<file path="config.mk">
export PLATFORM = sky130hd
export DESIGN_NAME = periph_irq_ctrl
export DESIGN_NICKNAME = d
export VERILOG_FILES = /design/src/rtl/pirq_pkg.sv /design/src/rtl/pirq_src_bank.sv /design/src/rtl/pirq_pick.sv /design/src/rtl/periph_irq_ctrl.sv
export SDC_FILE = /design/constraint.sdc
export NUM_CORES = 1
export LEC_CHECK = 0
export ABC_CLOCK_PERIOD_IN_PS = 133700
export CORE_UTILIZATION = 47
export DETAILED_ROUTE_END_ITERATION = 16
export PLACE_DENSITY_LB_ADDON = 0.25
export SYNTH_ARGS = -nofsm -noshare
export SYNTH_HDL_FRONTEND = slang
export SYNTH_SLANG_ARGS = --single-unit
</file>
<file path="constraint.sdc">
create_clock -name clk_i -period 133.7 [get_ports clk_i]
set_input_delay 20.055 -clock clk_i [delete_from_list [all_inputs] [get_ports clk_i]]
set_output_delay 20.055 -clock clk_i [all_outputs]
set_load 0.02 [all_outputs]
</file>
<file path="src/rtl/pirq_pkg.sv">
package pirq_pkg;

  typedef enum logic [1:0] {
    REG_CFG  = 2'd0,
    REG_MASK = 2'd1,
    REG_ISR  = 2'd2,
    REG_VEC  = 2'd3
  } reg_sel_e;

  localparam int CFG_TOP_LSB = 0;
  localparam int CFG_LVL_LSB = 13;
  localparam int CFG_LVL_W   = 3;
  localparam int CFG_MAP_LSB = 16;
  localparam int CFG_EN_BIT  = 31;
  localparam int VEC_LSB     = 11;
  localparam int ACK_BIT     = 0;

  // identity placement: channel c sits in slot c
  function automatic logic [31:0] ident_map(int nser, int sw);
    logic [31:0] m;
    m = '0;
    for (int c = 0; c < nser; c++) m[c*sw +: 8] = 8'(c);
    return m;
  endfunction

endpackage

</file>
<file path="src/rtl/pirq_src_bank.sv">
module pirq_src_bank #(
  parameter int NSRC = 32
) (
  input  logic            clk_i,
  input  logic            rst_ni,
  input  logic [NSRC-1:0] set_i,
  input  logic [NSRC-1:0] eoi_i,
  input  logic [NSRC-1:0] take_i,
  output logic [NSRC-1:0] pend_o,
  output logic [NSRC-1:0] insvc_o
);

  for (genvar v = 0; v < NSRC; v++) begin : g_src
    logic pend_q, isvc_q;

    always_ff @(posedge clk_i or negedge rst_ni) begin
      if (!rst_ni) begin
        pend_q <= 1'b0;
        isvc_q <= 1'b0;
      end else begin
        pend_q <= (pend_q | set_i[v]) & ~eoi_i[v];
        isvc_q <= (isvc_q & ~eoi_i[v]) | take_i[v];
      end
    end

    assign pend_o[v]  = pend_q;
    assign insvc_o[v] = isvc_q;

    a_r2_pend_holds: assert property (@(posedge clk_i) disable iff (!rst_ni)
      (pend_q && !eoi_i[v]) |=> pend_q);

    a_r6_eoi_clears: assert property (@(posedge clk_i) disable iff (!rst_ni)
      (eoi_i[v] && !take_i[v]) |=> (!isvc_q && !pend_q));
  end

endmodule

</file>
<file path="src/rtl/pirq_pick.sv">
module pirq_pick #(
  parameter int NSRC    = 32,
  parameter int NSER    = 4,
  parameter int SER_TOP = 30,
  localparam int VW     = $clog2(NSRC),
  localparam int RW     = VW + 1,
  localparam int SW     = $clog2(NSER),
  localparam int MW     = NSER * SW
) (
  input  logic            clk_i,
  input  logic            rst_ni,
  input  logic [NSRC-1:0] elig_i,
  input  logic [VW-1:0]   top_src_i,
  input  logic [MW-1:0]   slot_map_i,
  output logic            valid_o,
  output logic [VW-1:0]   vec_o
);

  // rank of a vector: promoted source outranks all; serial channels
  // take the rank of their slot; everything else ranks by number
  function automatic logic [RW-1:0] rank_of(int v, logic [VW-1:0] top,
                                            logic [MW-1:0] map);
    logic [RW-1:0] r;
    r = RW'(v);
    for (int c = 0; c < NSER; c++)
      if (v == SER_TOP - c) r = RW'(SER_TOP - int'(map[c*SW +: SW]));
    if (VW'(v) == top) r = RW'(NSRC);
    return r;
  endfunction

  logic [RW+VW-1:0] best_key, cur_key;

  always_comb begin
    best_key = '0;
    cur_key  = '0;
    valid_o  = 1'b0;
    vec_o    = '0;
    for (int v = 0; v < NSRC; v++) begin
      if (elig_i[v]) begin
        cur_key = {rank_of(v, top_src_i, slot_map_i), VW'(v)};
        if (!valid_o || cur_key > best_key) begin
          best_key = cur_key;
          vec_o    = VW'(v);
          valid_o  = 1'b1;
        end
      end
    end
  end

  a_r7_pick_eligible: assert property (@(posedge clk_i) disable iff (!rst_ni)
    valid_o |-> elig_i[vec_o]);

  a_r7_none_idle: assert property (@(posedge clk_i) disable iff (!rst_ni)
    ($countones(elig_i) == 0) |-> !valid_o);

endmodule

</file>
<file path="src/rtl/periph_irq_ctrl.sv">
module periph_irq_ctrl
  import pirq_pkg::*;
#(
  parameter int NSRC    = 32,
  parameter int NSER    = 4,
  parameter int SER_TOP = 30,
  localparam int VW     = $clog2(NSRC),
  localparam int SW     = $clog2(NSER),
  localparam int MW     = NSER * SW
) (
  input  logic            clk_i,
  input  logic            rst_ni,
  input  logic [NSRC-1:1] src_req_i,
  input  logic            wr_en_i,
  input  logic [1:0]      addr_i,
  input  logic [31:0]     wdata_i,
  output logic [31:0]     rdata_o,
  output logic            irq_o,
  output logic [3:0]      irq_level_o
);

  localparam logic [MW-1:0] MAP_RST = MW'(ident_map(NSER, SW));

  logic                 en_q;
  logic [CFG_LVL_W-1:0] lvl_q;
  logic [MW-1:0]        map_q;
  logic [VW-1:0]        top_q;
  logic [NSRC-1:0]      mask_q;
  logic [VW-1:0]        vec_q;

  logic cfg_wr, mask_wr, isr_wr, vec_wr, ack_fire;
  logic [NSRC-1:0] wbits, mask_drop, set_vec, eoi_vec, take_vec;
  logic [NSRC-1:0] pend, insvc, elig;
  logic            race, pick_valid;
  logic [VW-1:0]   pick_vec;

  assign wbits    = wdata_i[NSRC-1:0];
  assign cfg_wr   = wr_en_i && (addr_i == REG_CFG);
  assign mask_wr  = wr_en_i && (addr_i == REG_MASK);
  assign isr_wr   = wr_en_i && (addr_i == REG_ISR);
  assign vec_wr   = wr_en_i && (addr_i == REG_VEC);
  assign ack_fire = vec_wr && wdata_i[ACK_BIT];

  // enable bits being dropped while that source is requesting
  assign mask_drop = mask_wr ? (mask_q & ~wbits) : '0;
  assign race      = |(mask_drop & {src_req_i, 1'b0});
  assign set_vec   = {src_req_i, race};
  assign eoi_vec   = isr_wr ? wbits : '0;
  assign take_vec  = (ack_fire && pick_valid) ? (NSRC'(1) << pick_vec) : '0;

  // error vector is always enabled
  assign elig = pend & (mask_q | NSRC'(1)) & ~insvc;

  pirq_src_bank #(.NSRC(NSRC)) u_bank (
    .clk_i   (clk_i),
    .rst_ni  (rst_ni),
    .set_i   (set_vec),
    .eoi_i   (eoi_vec),
    .take_i  (take_vec),
    .pend_o  (pend),
    .insvc_o (insvc)
  );

  pirq_pick #(.NSRC(NSRC), .NSER(NSER), .SER_TOP(SER_TOP)) u_pick (
    .clk_i      (clk_i),
    .rst_ni     (rst_ni),
    .elig_i     (elig),
    .top_src_i  (top_q),
    .slot_map_i (map_q),
    .valid_o    (pick_valid),
    .vec_o      (pick_vec)
  );

  always_ff @(posedge clk_i or negedge rst_ni) begin
    if (!rst_ni) begin
      en_q   <= 1'b0;
      lvl_q  <= '0;
      map_q  <= MAP_RST;
      top_q  <= '0;
      mask_q <= '0;
      vec_q  <= '0;
    end else begin
      if (cfg_wr) begin
        en_q  <= wdata_i[CFG_EN_BIT];
        lvl_q <= wdata_i[CFG_LVL_LSB +: CFG_LVL_W];
        map_q <= wdata_i[CFG_MAP_LSB +: MW];
        top_q <= wdata_i[CFG_TOP_LSB +: VW];
      end
      if (mask_wr) mask_q <= wbits;
      if (ack_fire) vec_q <= pick_valid ? pick_vec : '0;
    end
  end

  assign irq_o       = en_q & (|elig);
  assign irq_level_o = {lvl_q, 1'b0};

  always_comb begin
    rdata_o = '0;
    case (addr_i)
      REG_CFG: begin
        rdata_o[CFG_EN_BIT]                 = en_q;
        rdata_o[CFG_LVL_LSB +: CFG_LVL_W]   = lvl_q;
        rdata_o[CFG_MAP_LSB +: MW]          = map_q;
        rdata_o[CFG_TOP_LSB +: VW]          = top_q;
      end
      REG_MASK: rdata_o[NSRC-1:0]     = mask_q;
      REG_ISR:  rdata_o[NSRC-1:0]     = insvc;
      default:  rdata_o[VEC_LSB +: VW] = vec_q;
    endcase
  end

  a_r5_ack_records: assert property (@(posedge clk_i) disable iff (!rst_ni)
    (ack_fire && pick_valid) |=> (insvc[vec_q] && vec_q == $past(pick_vec)));

  a_r11_ack_empty: assert property (@(posedge clk_i) disable iff (!rst_ni)
    (ack_fire && !pick_valid) |=> (vec_q == '0 && insvc == $past(insvc)));

  a_r10_race_error: assert property (@(posedge clk_i) disable iff (!rst_ni)
    (race && !eoi_vec[0]) |=> pend[0]);

  a_r4_gate_off: assert property (@(posedge clk_i) disable iff (!rst_ni)
    !en_q |-> !irq_o);

endmodule

</file>
-- Word level (Yosys, flattened, before mapping)
Index checks and enable logic that the tools add are counted.
- output and inout port bits: 37
- logic and storage cells: 639
- register bits: 118
- add/sub/neg operators: 4
- muxes and demuxes: 260
- bitwise gates (word level): 167
- eq/ne operators: 34
- reduce and logical (&&, ||, !) cells: 72
- $lt $le $gt $ge: 31
- shift operators: 1
- operators with widths (cell ; count):
    $mux 11 ; 61
    $mux 6 ; 63
    $gt 11x11->1 ; 31
    $mux 5 ; 62
    $and 32x32->32 ; 4
    $mux 32 ; 3
    $eq 5x5->1 const A ; 16
    $and 1x1->1 ; 65
    $mux 1 ; 64
    $not 32->32 ; 2
    $or 1x1->1 ; 64
    $reduce_or 32->1 ; 2
    $eq 4x5->1 const A ; 8
    $not 1->1 ; 32
    $shl 1x5->32 const A ; 1
    $logic_not 1->1 ; 31
    $logic_or 1x1->1 ; 31
    $pmux 8 s3 ; 1
    $sub 5x2->6 const A ; 4
    $eq 3x5->1 const A ; 4
    $pmux 5 s3 ; 1
    $pmux 7 s2 ; 1
    $pmux 6 s2 ; 1
    $eq 2x5->1 const A ; 2
    9 further kinds ; 15

-- Longest topological paths before layout
Gate-level depths: netlist (run 1).
- depth after elaboration: 130
- depth in mapped cells: 253
- gate-level depth less buffers: 243

-- Modules after synthesis
From an unflattened synthesis (run 1), not the netlist that was laid out.
- cell total of the unflattened synthesis: 1597
- area total of the unflattened synthesis: 12709.7 um^2
- modules (own cells, without submodules) (module ; area each (um^2) ; instances ; cells an instance):
    pirq_pick ; 6187.2 ; 1 ; 899
    periph_irq_ctrl ; 3839.9 ; 1 ; 442
    pirq_src_bank ; 2682.6 ; 1 ; 256

-- Least setup slack after synthesis (run 1)
Ideal clock, no wire load.
- path type: flip-flop to flip-flop
- start point: register top_q[1]
- end point: register u_bank.g_src[8].isvc_q
- library setup time: 65 ps
- data arrival time: 43064 ps
- cell stages (with the launch flop): 236
- period minus slack after synthesis: 43130 ps
- data required time: 133635 ps
- setup slack: 90570 ps
- buffers on the path: 11
- cells stage by stage: dfrtp_1 clkbuf_1 nor4_2 o21ai_1 ha_1 or2_2 o22ai_1 o22ai_1 nor2_1 ha_1 a21oi_1 and2_1 a21oi_4 o31ai_1 nand3_1 ha_1 o21a_1 o21ai_0 [... 200 more ...] o21a_1 o21a_1 o31ai_1 mux2i_1 ha_1 o21a_1 o21a_1 o21ai_0 nand2b_1 a21oi_1 a21boi_0 nor2_1 nand2b_1 nor3_1 nand2_1 nor4b_4 nor2b_2 a22o_1
- cells in the longest elaborated chain, start to end: 130
- elaborated cells on any way between the ends: 376
- classes of those cells: 31 x order compare; 31 x eq/ne; 1 x shift; 249 x mux; 1 x bitwise; 63 x reduce/logical
- RTL lines (element ; line ; text):
    start: declaration ; periph_irq_ctrl.sv:27 ; logic [VW-1:0] top_q;
    start signal: assignment ; periph_irq_ctrl.sv:87 ; top_q <= wdata_i[CFG_TOP_LSB +: VW];
    $eq 1x5->1 or $logic_not 5->1 (tied branches) ; pirq_pick.sv:27 ; if (VW'(v) == top) r = RW'(NSRC);
    $mux 6 ; pirq_pick.sv:27 ;
    $mux 6 or $mux 11 (tied branches) ; pirq_pick.sv:39 ; if (elig_i[v]) begin
    $gt 11x11->1 ; pirq_pick.sv:41 ; if (!valid_o || cur_key > best_key) begin
    $logic_or 1x1->1 ; pirq_pick.sv:41 ;
    $mux 11 or $mux 1 (tied branches) ; pirq_pick.sv:41 ;
    $mux 11 or $mux 1 (tied branches) ; pirq_pick.sv:39 ;
    $gt 11x11->1 or $logic_not 1->1 (tied branches) ; pirq_pick.sv:41 ;
    [... 114 more ...] ; -- ;
    $mux 11 or $mux 1 (tied branches) ; pirq_pick.sv:39 ;
    $gt 11x11->1 or $logic_not 1->1 (tied branches) ; pirq_pick.sv:41 ;
    $logic_or 1x1->1 ; pirq_pick.sv:41 ;
    $mux 5 or $mux 1 (tied branches) ; pirq_pick.sv:41 ;
    $mux 5 or $mux 1 (tied branches) ; pirq_pick.sv:39 ;
    $shl 1x5->32 or $logic_and 1x1->1 (tied branches) ; periph_irq_ctrl.sv:49 ; assign take_vec = (ack_fire && pick_valid) ? (NSRC'(1) << pick_vec) : '0;
    $mux 32 * ; periph_irq_ctrl.sv:49 ;
    $or 1x1->1 * ; pirq_src_bank.sv:22 ; isvc_q <= (isvc_q & ~eoi_i[v]) | take_i[v];
    end signal: assignment ; pirq_src_bank.sv:22 ;
    end: declaration ; pirq_src_bank.sv:14 ; logic pend_q, isvc_q;
Every way passes the cells marked *; elsewhere a longest branch is shown, timed or not. The select of a mux whose other input is x is not followed.
A chain may end at the register's enable or synchronous reset.

-- Worst setup path after layout (run 1)
- start point: register top_q[0]
- end point: register u_bank.g_src[4].isvc_q
- cells in the longest elaborated chain, start to end: 130
- elaborated cells on any way between the ends: 376
- classes of those cells: 31 x order compare; 31 x eq/ne; 1 x shift; 249 x mux; 1 x bitwise; 63 x reduce/logical
- RTL lines (element ; line):
    $eq 1x5->1 or $logic_not 5->1 (tied branches) ; pirq_pick.sv:27
    $mux 6 ; pirq_pick.sv:27
    $mux 6 or $mux 11 (tied branches) ; pirq_pick.sv:39
    $gt 11x11->1 ; pirq_pick.sv:41
    $logic_or 1x1->1 ; pirq_pick.sv:41
    $mux 11 or $mux 1 (tied branches) ; pirq_pick.sv:41
    $mux 11 or $mux 1 (tied branches) ; pirq_pick.sv:39
    $gt 11x11->1 or $logic_not 1->1 (tied branches) ; pirq_pick.sv:41
    [... 114 more ...] ; --
    $mux 11 or $mux 1 (tied branches) ; pirq_pick.sv:39
    $gt 11x11->1 or $logic_not 1->1 (tied branches) ; pirq_pick.sv:41
    $logic_or 1x1->1 ; pirq_pick.sv:41
    $mux 5 or $mux 1 (tied branches) ; pirq_pick.sv:41
    $mux 5 or $mux 1 (tied branches) ; pirq_pick.sv:39
    $shl 1x5->32 or $logic_and 1x1->1 (tied branches) ; periph_irq_ctrl.sv:49
    $mux 32 * ; periph_irq_ctrl.sv:49
    $or 1x1->1 * ; pirq_src_bank.sv:22
    end signal: assignment ; pirq_src_bank.sv:22
    end: declaration ; pirq_src_bank.sv:14
Marks and branches as above.

==> results of run 1 <==
==> logic make-up (layout without fill, tap and decap cells) <==
logic type               Yosys count  count (layout)  share of synthesized area (%)
AO/OA/AOI/OAI                    470             470                           29.6
XOR/XNOR                           1               1                         0.0733
adder cells (fa/ha/maj)          118             118                           12.3
buffers and inverters            110             204                           3.93
flip-flops                       118             118                           24.7
multiplexers                      69              69                           6.40
other                              1               1                         0.0314
AND/OR/NAND/NOR                  539             539                           22.8
==> critical path: cells and delay by family (launching register included) <==
family	cells	cell delay, ns
buf+inv	10	1.12
simple gates	62	11.81
compound gates	110	25.95
mux	10	3.33
flops	1	0.58
fa+ha+maj	28	7.97
==> path summary, 6_finish.rpt <==
kind / from / endpoint / slack [ns] / cells past startpoint
max: top_q[0]$_DFFE_PN0P_ / u_bank.g_src[4].isvc_q$_DFF_PN0_ / 82.74 / 220
min: u_bank.g_src[16].pend_q$_DFF_PN0_ / u_bank.g_src[16].pend_q$_DFF_PN0_ / 0.49 / 1
max reg2reg: top_q[0]$_DFFE_PN0P_ / u_bank.g_src[4].isvc_q$_DFF_PN0_ / 82.74 / 220
min reg2reg: u_bank.g_src[16].pend_q$_DFF_PN0_ / u_bank.g_src[16].pend_q$_DFF_PN0_ / 0.49 / 1
max in group asynchronous: rst_ni / u_bank.g_src[3].isvc_q$_DFF_PN0_ / 112.77 / 2
min in group asynchronous: rst_ni / mask_q[29]$_DFFE_PN0P_ / 19.70 / 1
==> through the flow <==
stage          hold WS [ns]  area (um^2)
6_report              0.485        13800
5_1_grt               0.501        13800
4_1_cts               0.490        13800
3_5_place_dp          0.478        13200
3_3_place_gp          0.461        13200
2_1_floorplan         0.447        12000
==> metal layers <==
layer | up-vias | wire, um
met5 | - | 0
met2 | 508 | 17600
met1 | 5782 | 16700
met3 | 82 | 2460
met4 | 0 | 1030
li1 | 5543 | -
==> state kept, by name (all words and copies together) (netlist names) <==
register,flops
u_bank.g_src.pend_q,32
mask_q,32
u_bank.g_src.isvc_q,32
lvl_q,3
en_q,1
map_q,8
vec_q,5
top_q,5
==> layout make-up <==
cell class	instances	area, um^2	share of cell area (%)
multi-input combinational	1198	8530	61.9
timing repair buffer	111	1090	7.90
clock buffer	22	454	3.30
inverter	61	229	1.66
clock inverter	10	106	0.772
sequential	118	2960	21.5
tap	330	413	3.00
==> cell usage in the layout (no fill, tap or decap), types with 13 or more instances in the layout <==
| master | instances |
|---|---|
| a211oi_1 | 13 |
| a21o_1 | 29 |
| a21oi_1 | 78 |
| a222oi_1 | 17 |
| a22oi_1 | 16 |
| a31oi_1 | 18 |
| a32o_1 | 22 |
| and2_1 | 21 |
| clkbuf_16 | 17 |
| clkdlybuf4s50_1 | 102 |
| dfrtp_1 | 114 |
| ha_1 | 117 |
| inv_1 | 60 |
| mux2_2 | 59 |
| nand2_1 | 200 |
| nand2b_1 | 22 |
| nand3_1 | 25 |
| nand3b_1 | 29 |
| nor2_1 | 107 |
| nor2b_1 | 30 |
| nor3_1 | 20 |
| o21a_1 | 56 |
| o21ai_0 | 50 |
| o21ai_1 | 18 |
| o22ai_1 | 16 |
==> results.yml, run 1 <==
outcome:
  outcome: "complete, no violations"
critical_path:
  startpoint_type: "flip-flop"
  required_ns: 134.05
  path_max_fanout: 21
  cpMaxStageDelayCell: "o31ai_1"
  cp.arrival_ns: 51.31
  crit_top_cell: "ha_1"
  critPathKind: "reg -> reg"
  endpoint_kind: "flip-flop"
  slowest_delay_ns: 0.76
floorplanning:
  core_area_um2: 25000
  start_util_pct: 47.8
  row_count: 58
  ios: 105
  die-width_um: 161
  dieHeight_um: 161
  fp.dieArea_um2: 26100
timing:
  tns_ns: 0
  relSlewSlack_pct: 23.0
  tightest_slew_ns: 1.16
  rsz0062_at_grt: "no"
  fmax_mhz: 19.6
  slew_violations: 0
  clock_skew_ns: 0.0109
  finalHoldViolCount: 0
  setup_viol: 0
  fin_crit_ns: 50.96
  min_period_over_period_pct: 38.1
  setup_ws_ns: 82.74
routing:
  drtIter0Drc: 999
  first_pass_iters: 6
  wire_per_inst_um: 20.4
  drt_wl_total_mm: 37.8
  drc: 0
  viasPerCell: 6.44
  vias: 11900
  drtAntennaViolNets: 0
clock_network:
  ctsHoldBuffers: 0
  cts-htree-levels: 4
  clock-sinks: 118
  post_cts_resized: 0
  cts.path.max_buffers: 2
  cts_made_buffers: 17
  post_cts_buffers: 0
  cts_root_buffer: "clkbuf_16"
  cts_tree: "yes"
  insertion_delay_ns: 0.42
  cts.reportedPaths.clkPinSlew_ns: 0.05
global_route:
  grtUsageMet2_pct: 48.2
  grtUsageTotal_pct: 29.1
  grt.met3_usage_pct: 3.65
  grt_busiest_layer: "met2"
  grtUsageMet1_pct: 39.0
  grt_max_degree: 62
  grt_pass1_vias: 11200
  grt_pass1_wl_mm: 60.1
  grt_overflow_total: 0
  antenna_found_initial: 0
worst_hold_path:
  min_path_type: "reg -> reg"
yosys:
  yosys_warnings: 0
  synth_common_cells: "200 x nand2_1, 118 x ha_1, 114 x dfrtp_1, 107 x nor2_1, 78 x a21oi_1"
  synth_top_cell_area_share_pct: 23.9
  yosysUniqueCellTypes: 109
  syn_area_per_cell_um2: 8.38
  syn_area_um2: 12000
  ys_ff_latch: 118
  netlist_top_cells_area: "dfrtp_1 24%, ha_1 12%, nand2_1 6.3%, mux2_2 5.6%, o21a_1 3.5%"
  ys_seq_area_share_pct: 24.7
  synth_edf_count: 0
  ys.flop_type: "dfrtp_1"
  synth_top_cell_by_area: "dfrtp_1"
  synthArstFlopShare_pct: 100
  postSynthCellCount: 1426
  synth_most_common_cell: "nand2_1"
  syn-num-nets: 1612
place:
  dp_hpwl_mm: 29.5
  gp_congestion: 0.933
  dp_cells: 1818
  dp_worst_setup_slack_ns: 83.81
  io_buffer_count: 103
cells_and_area:
  fin_cells: 1850
  final_nets: 1693
  fillers: 2326
  fin_util_pct: 55.0
  drive_above_1_share_pct: 11.1
  num_antenna_cells: 0
  syn_to_final_growth_pct: 15.2
job:
  max_cap_viol_count: 0
Power of run 1 is left out: the tool's default activity adds up to more than one toggle a clock period on the data nets, which glitch-free logic cannot reach.
==> run 2: changes to the inputs <==
--- a/config.mk
+++ b/config.mk
@@ -5,7 +5,7 @@
 export SDC_FILE = /design/constraint.sdc
 export NUM_CORES = 1
 export LEC_CHECK = 0
-export ABC_CLOCK_PERIOD_IN_PS = 133700
+export ABC_CLOCK_PERIOD_IN_PS = 51600
 export CORE_UTILIZATION = 47
 export DETAILED_ROUTE_END_ITERATION = 16
 export PLACE_DENSITY_LB_ADDON = 0.25
==> constraint.sdc (replaced) <==
create_clock -name clk_i -period 51.6 [get_ports clk_i]
set_input_delay 7.74 -clock clk_i [delete_from_list [all_inputs] [get_ports clk_i]]
set_output_delay 7.74 -clock clk_i [all_outputs]
set_load 0.02 [all_outputs]
==> run 2 against run 1 <==
First-iteration DRC count up 2.7%. Clock-buffer cell count rose by 1. Routed wire length increased by 2.2%. Clock skew down 0.0018 ns. Worst setup slack worse by 79 ns.
==> results.yml, run 2 (synthesized netlist as in run 1, its figures left out) <==
critical_path:
  endpoint_kind: "flip-flop"
  path_buf_inv: 7
  cpMaxStageDelayCell: "a311o_2"
  rr_startpoint: "top_q[0]$_DFFE_PN0P_"
  slowest_delay_ns: 0.59
  required_ns: 51.95
  cp.arrival_ns: 48.48
  reg2reg_setup_slack_ns: 3.48
  crit_top_cell: "ha_1"
  critPathKind: "reg -> reg"
  path_max_fanout: 21
  critPathTopFamily: "compound AO/OA/AOI/OAI gates"
  startpoint_type: "flip-flop"
  r2r_cells: 228
  rr_endpoint: "u_bank.g_src[8].isvc_q$_DFF_PN0_"
cells_and_area:
  drive_above_1_share_pct: 13.0
  num_antenna_cells: 0
  fillers: 2288
  multi_input_area_um2: 8680
  stdcell_area_um2: 14000
  ff_latch_area_um2: 2960
  syn_to_final_growth_pct: 16.7
  final_nets: 1694
  layout_common_cells: "200 x nand2_1, 116 x ha_1, 112 x dfrtp_1, 107 x nor2_1, 102 x clkdlybuf4s50_1"
  final_common_cell: "nand2_1"
  reg.largest.list: "mask_q x32, u_bank.g_src.isvc_q x32, u_bank.g_src.pend_q x32"
routing:
  drtAntennaViolNets: 0
  drc: 0
  viasPerCell: 6.40
  vias: 11800
  drtIter0Drc: 1026
  drt_wl_total_mm: 38.6
  first_pass_iters: 5
  wire_per_inst_um: 20.9
clock_network:
  cts.reportedPaths.clkPinSlew_ns: 0.05
  insertion_delay_ns: 0.41
  cts_tree: "yes"
  cts_root_buffer: "clkbuf_16"
  clock-sinks: 118
  cts-htree-levels: 4
  cts_made_buffers: 17
  cts.path.max_buffers: 2
timing:
  clock_skew_ns: 0.00911
  relSlewSlack_pct: 28.9
  fmax_mhz: 20.8
  setup_viol: 0
  tns_ns: 0
  setup_ws_ns: 3.48
  finalHoldViolCount: 0
  tightest_slew_ns: 1.07
  min_period_over_period_pct: 93.3
  slew_violations: 0
  fin_crit_ns: 48.12
global_route:
  grt_pass1_vias: 11300
  grtUsageTotal_pct: 29.4
  grt_pass1_wl_mm: 60.3
  grt_overflow_total: 0
  antenna_found_initial: 0
  grt_max_degree: 65
worst_hold_path:
  min_path_type: "reg -> reg"
  hold_path_depth: 1
  min_delay_worst_endpoint: "u_bank.g_src[2].pend_q$_DFF_PN0_"
  worstHoldStart: "u_bank.g_src[2].pend_q$_DFF_PN0_"
place:
  io_buffer_count: 103
  dp_worst_setup_slack_ns: 1.12
  dpl_cell_area_um2: 13200
  dp_hpwl_mm: 29.9
  gp_congestion: 0.924
floorplanning:
  fp.dieArea_um2: 26100
  ios: 105
  row_count: 58
  core_area_um2: 25000
  dieHeight_um: 161
  die-width_um: 161
  start_util_pct: 47.8
outcome:
  outcome: "complete, no violations"
job:
  max_cap_viol_count: 0
==> run 2: metal layers <==
layer	share of wire [%]	routed length, um	global-route usage, %
met1	44	16800	38.8
met2	45	17500	47.5
met3	7.4	2850	5.08
met4	3.5	1360	11.8
met5	0	0	0
==> run 2: what timing repair did <==
item,in CTS,in global routing
endpoints found under the setup margin,0,37
hold buffers,0,0
resized for setup,0,31
setup buffers,0,2
==> run 2: how the worst max path moves through the flow <==
stage	from	endpoint	slack, ns	cells past startpoint
after CTS	top_q[0]$_DFFE_PN0P_	u_bank.g_src[20].isvc_q$_DFF_PN0_	0.98	221
final	top_q[0]$_DFFE_PN0P_	u_bank.g_src[8].isvc_q$_DFF_PN0_	3.48	228
after global routing	top_q[4]$_DFFE_PN0P_	u_bank.g_src[8].isvc_q$_DFF_PN0_	-0.14	230
after detailed placement	top_q[0]$_DFFE_PN0P_	u_bank.g_src[20].isvc_q$_DFF_PN0_	1.12	221
after global placement	top_q[0]$_DFFE_PN0P_	u_bank.g_src[4].isvc_q$_DFF_PN0_	1.93	218
after floorplan	top_q[1]$_DFFE_PN0P_	u_bank.g_src[8].isvc_q$_DFF_PN0_	8.47	235
==> run 2: area by class of cell <==
type,count,share of cell area (%)
clock buffers,23,3.43
flip-flops and latches,118,21.2
repair buffers,112,7.85
clock inverters,9,0.717
well taps,330,2.96
multi-input cells,1198,62.2
inverters,61,1.64
==> run 2: through the flow <==
stage | hold WS [ns] | utilization (%) | std cells
after floorplan | 0.447 | - | 1426
after global placement | 0.461 | 52.8 | 1817
after detailed placement | 0.469 | 52.8 | 1817
after CTS | 0.486 | 55.1 | 1849
after global routing | 0.496 | 55.7 | 1851
final | 0.483 | 55.7 | 1851
==> run 2: worst reg2reg max path: cells and delay by family, from the launching register on <==
family | cells | cell delay, ns
and+or+nand+nor | 65 | 10.49
AOI/OAI and AO/OA | 119 | 25.27
muxes | 9 | 2.99
buffers and inverters | 7 | 0.72
DFF | 1 | 0.54
adders and majority gates | 28 | 8.02
Power of run 2 is left out for the same reason.
==> run 3: changes to the inputs <==
--- a/config.mk
+++ b/config.mk
@@ -8,6 +8,7 @@
 export ABC_CLOCK_PERIOD_IN_PS = 51600
 export CORE_UTILIZATION = 47
 export DETAILED_ROUTE_END_ITERATION = 16
+export MAX_ROUTING_LAYER = met4
 export PLACE_DENSITY_LB_ADDON = 0.25
 export SYNTH_ARGS = -nofsm -noshare
 export SYNTH_HDL_FRONTEND = slang
==> run 3 against run 2 <==
Hold slack improved by 0.0056 ns. Clock-buffer cell count decreased by 5. Flip-flop and latch count unchanged. Fmax increased by 0.24%. Critical endpoint is now u_bank.g_src[25].isvc_q$_DFF_PN0_. Largest cell class unchanged.
==> results.yml, run 3 (synthesized netlist as in run 1, its figures left out) <==
critical_path:
  endpoint_kind: "flip-flop"
  path_buf_inv: 10
  startpoint_type: "flip-flop"
  cpMaxStageDelayCell: "a311o_2"
  path_max_fanout: 21
  slowest_delay_ns: 0.60
  cp.arrival_ns: 48.37
  crit_top_cell: "ha_1"
  critPathTopFamily: "compound AO/OA/AOI/OAI gates"
  critPathKind: "reg -> reg"
  required_ns: 51.96
job:
  max_cap_viol_count: 0
routing:
  viasPerCell: 6.43
  drc: 0
  drtAntennaViolNets: 0
  wire_per_inst_um: 20.9
  first_pass_iters: 6
  vias: 11900
  drtIter0Drc: 1032
  drt_wl_total_mm: 38.6
floorplanning:
  row_count: 58
  start_util_pct: 47.8
  fp.dieArea_um2: 26100
  core_area_um2: 25000
  dieHeight_um: 161
  ios: 105
  die-width_um: 161
timing:
  setup_viol: 0
  fin_crit_ns: 48.01
  clock_skew_ns: 0.00815
  tightest_slew_ns: 1.11
  fmax_mhz: 20.8
  hold_slack_ns: 0.489
  relSlewSlack_pct: 26.0
  slew_violations: 0
  min_period_over_period_pct: 93.0
  finalHoldViolCount: 0
clock_network:
  cts.reportedPaths.clkPinSlew_ns: 0.06
  cts_tree: "yes"
  cts-htree-levels: 4
  cts.path.max_buffers: 2
  cts_made_buffers: 17
  cts_root_buffer: "clkbuf_16"
  clock-sinks: 118
  insertion_delay_ns: 0.43
place:
  dp_hpwl_mm: 29.9
  io_buffer_count: 103
  gp_congestion: 0.960
cells_and_area:
  syn_to_final_growth_pct: 16.7
  final_common_cell: "nand2_1"
  final_nets: 1695
  fillers: 2341
  drive_above_1_share_pct: 12.9
  layout_common_cells: "200 x nand2_1, 117 x ha_1, 112 x dfrtp_1, 107 x nor2_1, 102 x clkdlybuf4s50_1"
  reg.largest.list: "mask_q x32, u_bank.g_src.isvc_q x32, u_bank.g_src.pend_q x32"
  num_antenna_cells: 0
global_route:
  grt_pass1_wl_mm: 60.3
  grtUsageTotal_pct: 30.3
  grt_max_degree: 73
  grt_overflow_total: 0
  antenna_found_initial: 0
  grt_pass1_vias: 11100
outcome:
  outcome: "complete, no violations"
worst_hold_path:
  min_path_type: "reg -> reg"
==> run 3: cell types whose count changed in the layout (fill, tap and decap cells not counted), sizes merged <==
cell      delta
clkinvlp     +2
buf          +1
bufinv       +1
clkinv       +2
clkbuf       -5
==> run 3: what timing repair did <==
item | 4_1_cts | 5_1_grt
buffers inserted | 0 | 2
setup endpoints to repair | 0 | 37
resized for setup | 0 | 27
hold buffers | 0 | 0
==> run 3: layer usage <==
layer	up-vias	GRT usage, %	part of all wire, %
li1	5561	-	-
met4	0	10.8	3.3
met3	91	4.96	7.5
met1	5703	39.1	43
met2	554	48.0	46
met5	-	-	0
==> run 3: worst reg2reg max path, delay by kind of cell (launching register included) <==
family,cells,cell delay [ns]
muxes,8,2.68
buffers and inverters,10,1.02
DFF,1,0.57
adders and majority gates,28,8.00
AOI/OAI and AO/OA,111,24.94
and+or+nand+nor,61,10.71
==> run 3: worst paths after layout <==
| check | slack, ns | depth (start not counted) | startpoint | end |
|---|---|---|---|---|
| worst max-delay path | 3.59 | 218 | top_q[4]$_DFFE_PN0P_ | u_bank.g_src[25].isvc_q$_DFF_PN0_ |
| worst min-delay path | 0.49 | 1 | u_bank.g_src[10].pend_q$_DFF_PN0_ | u_bank.g_src[10].pend_q$_DFF_PN0_ |
| worst max register to register | 3.59 | 218 | top_q[4]$_DFFE_PN0P_ | u_bank.g_src[25].isvc_q$_DFF_PN0_ |
| worst min register to register | 0.49 | 1 | u_bank.g_src[10].pend_q$_DFF_PN0_ | u_bank.g_src[10].pend_q$_DFF_PN0_ |
| max in group asynchronous | 42.87 | 2 | rst_ni | top_q[0]$_DFFE_PN0P_ |
| min in group asynchronous | 7.32 | 1 | rst_ni | mask_q[29]$_DFFE_PN0P_ |
==> run 3: metrics by stage <==
step	setup TNS [ns]	cell area [um^2]	setup slack, ns	cells	utilization (%)
after global placement	0	13200	1.83	1818	52.8
after detailed placement	0	13200	1.08	1818	52.8
final	0	14000	3.59	1852	55.7
after floorplan	0	12000	8.47	1426	-
after global routing	-1.22	14000	-0.140	1852	55.7
after CTS	0	13800	0.950	1850	55.2
==> run 3: cell type report <==
class | count | area, um^2 | area share (%)
multi-input cells | 1198 | 8650 | 62.0
flip-flops and latches | 118 | 2960 | 21.2
repair buffers | 113 | 1100 | 7.91
clock buffers | 18 | 439 | 3.15
well taps | 330 | 413 | 2.96
inverters | 61 | 229 | 1.64
clock inverters | 14 | 159 | 1.14
Power of run 3 is left out for the same reason.
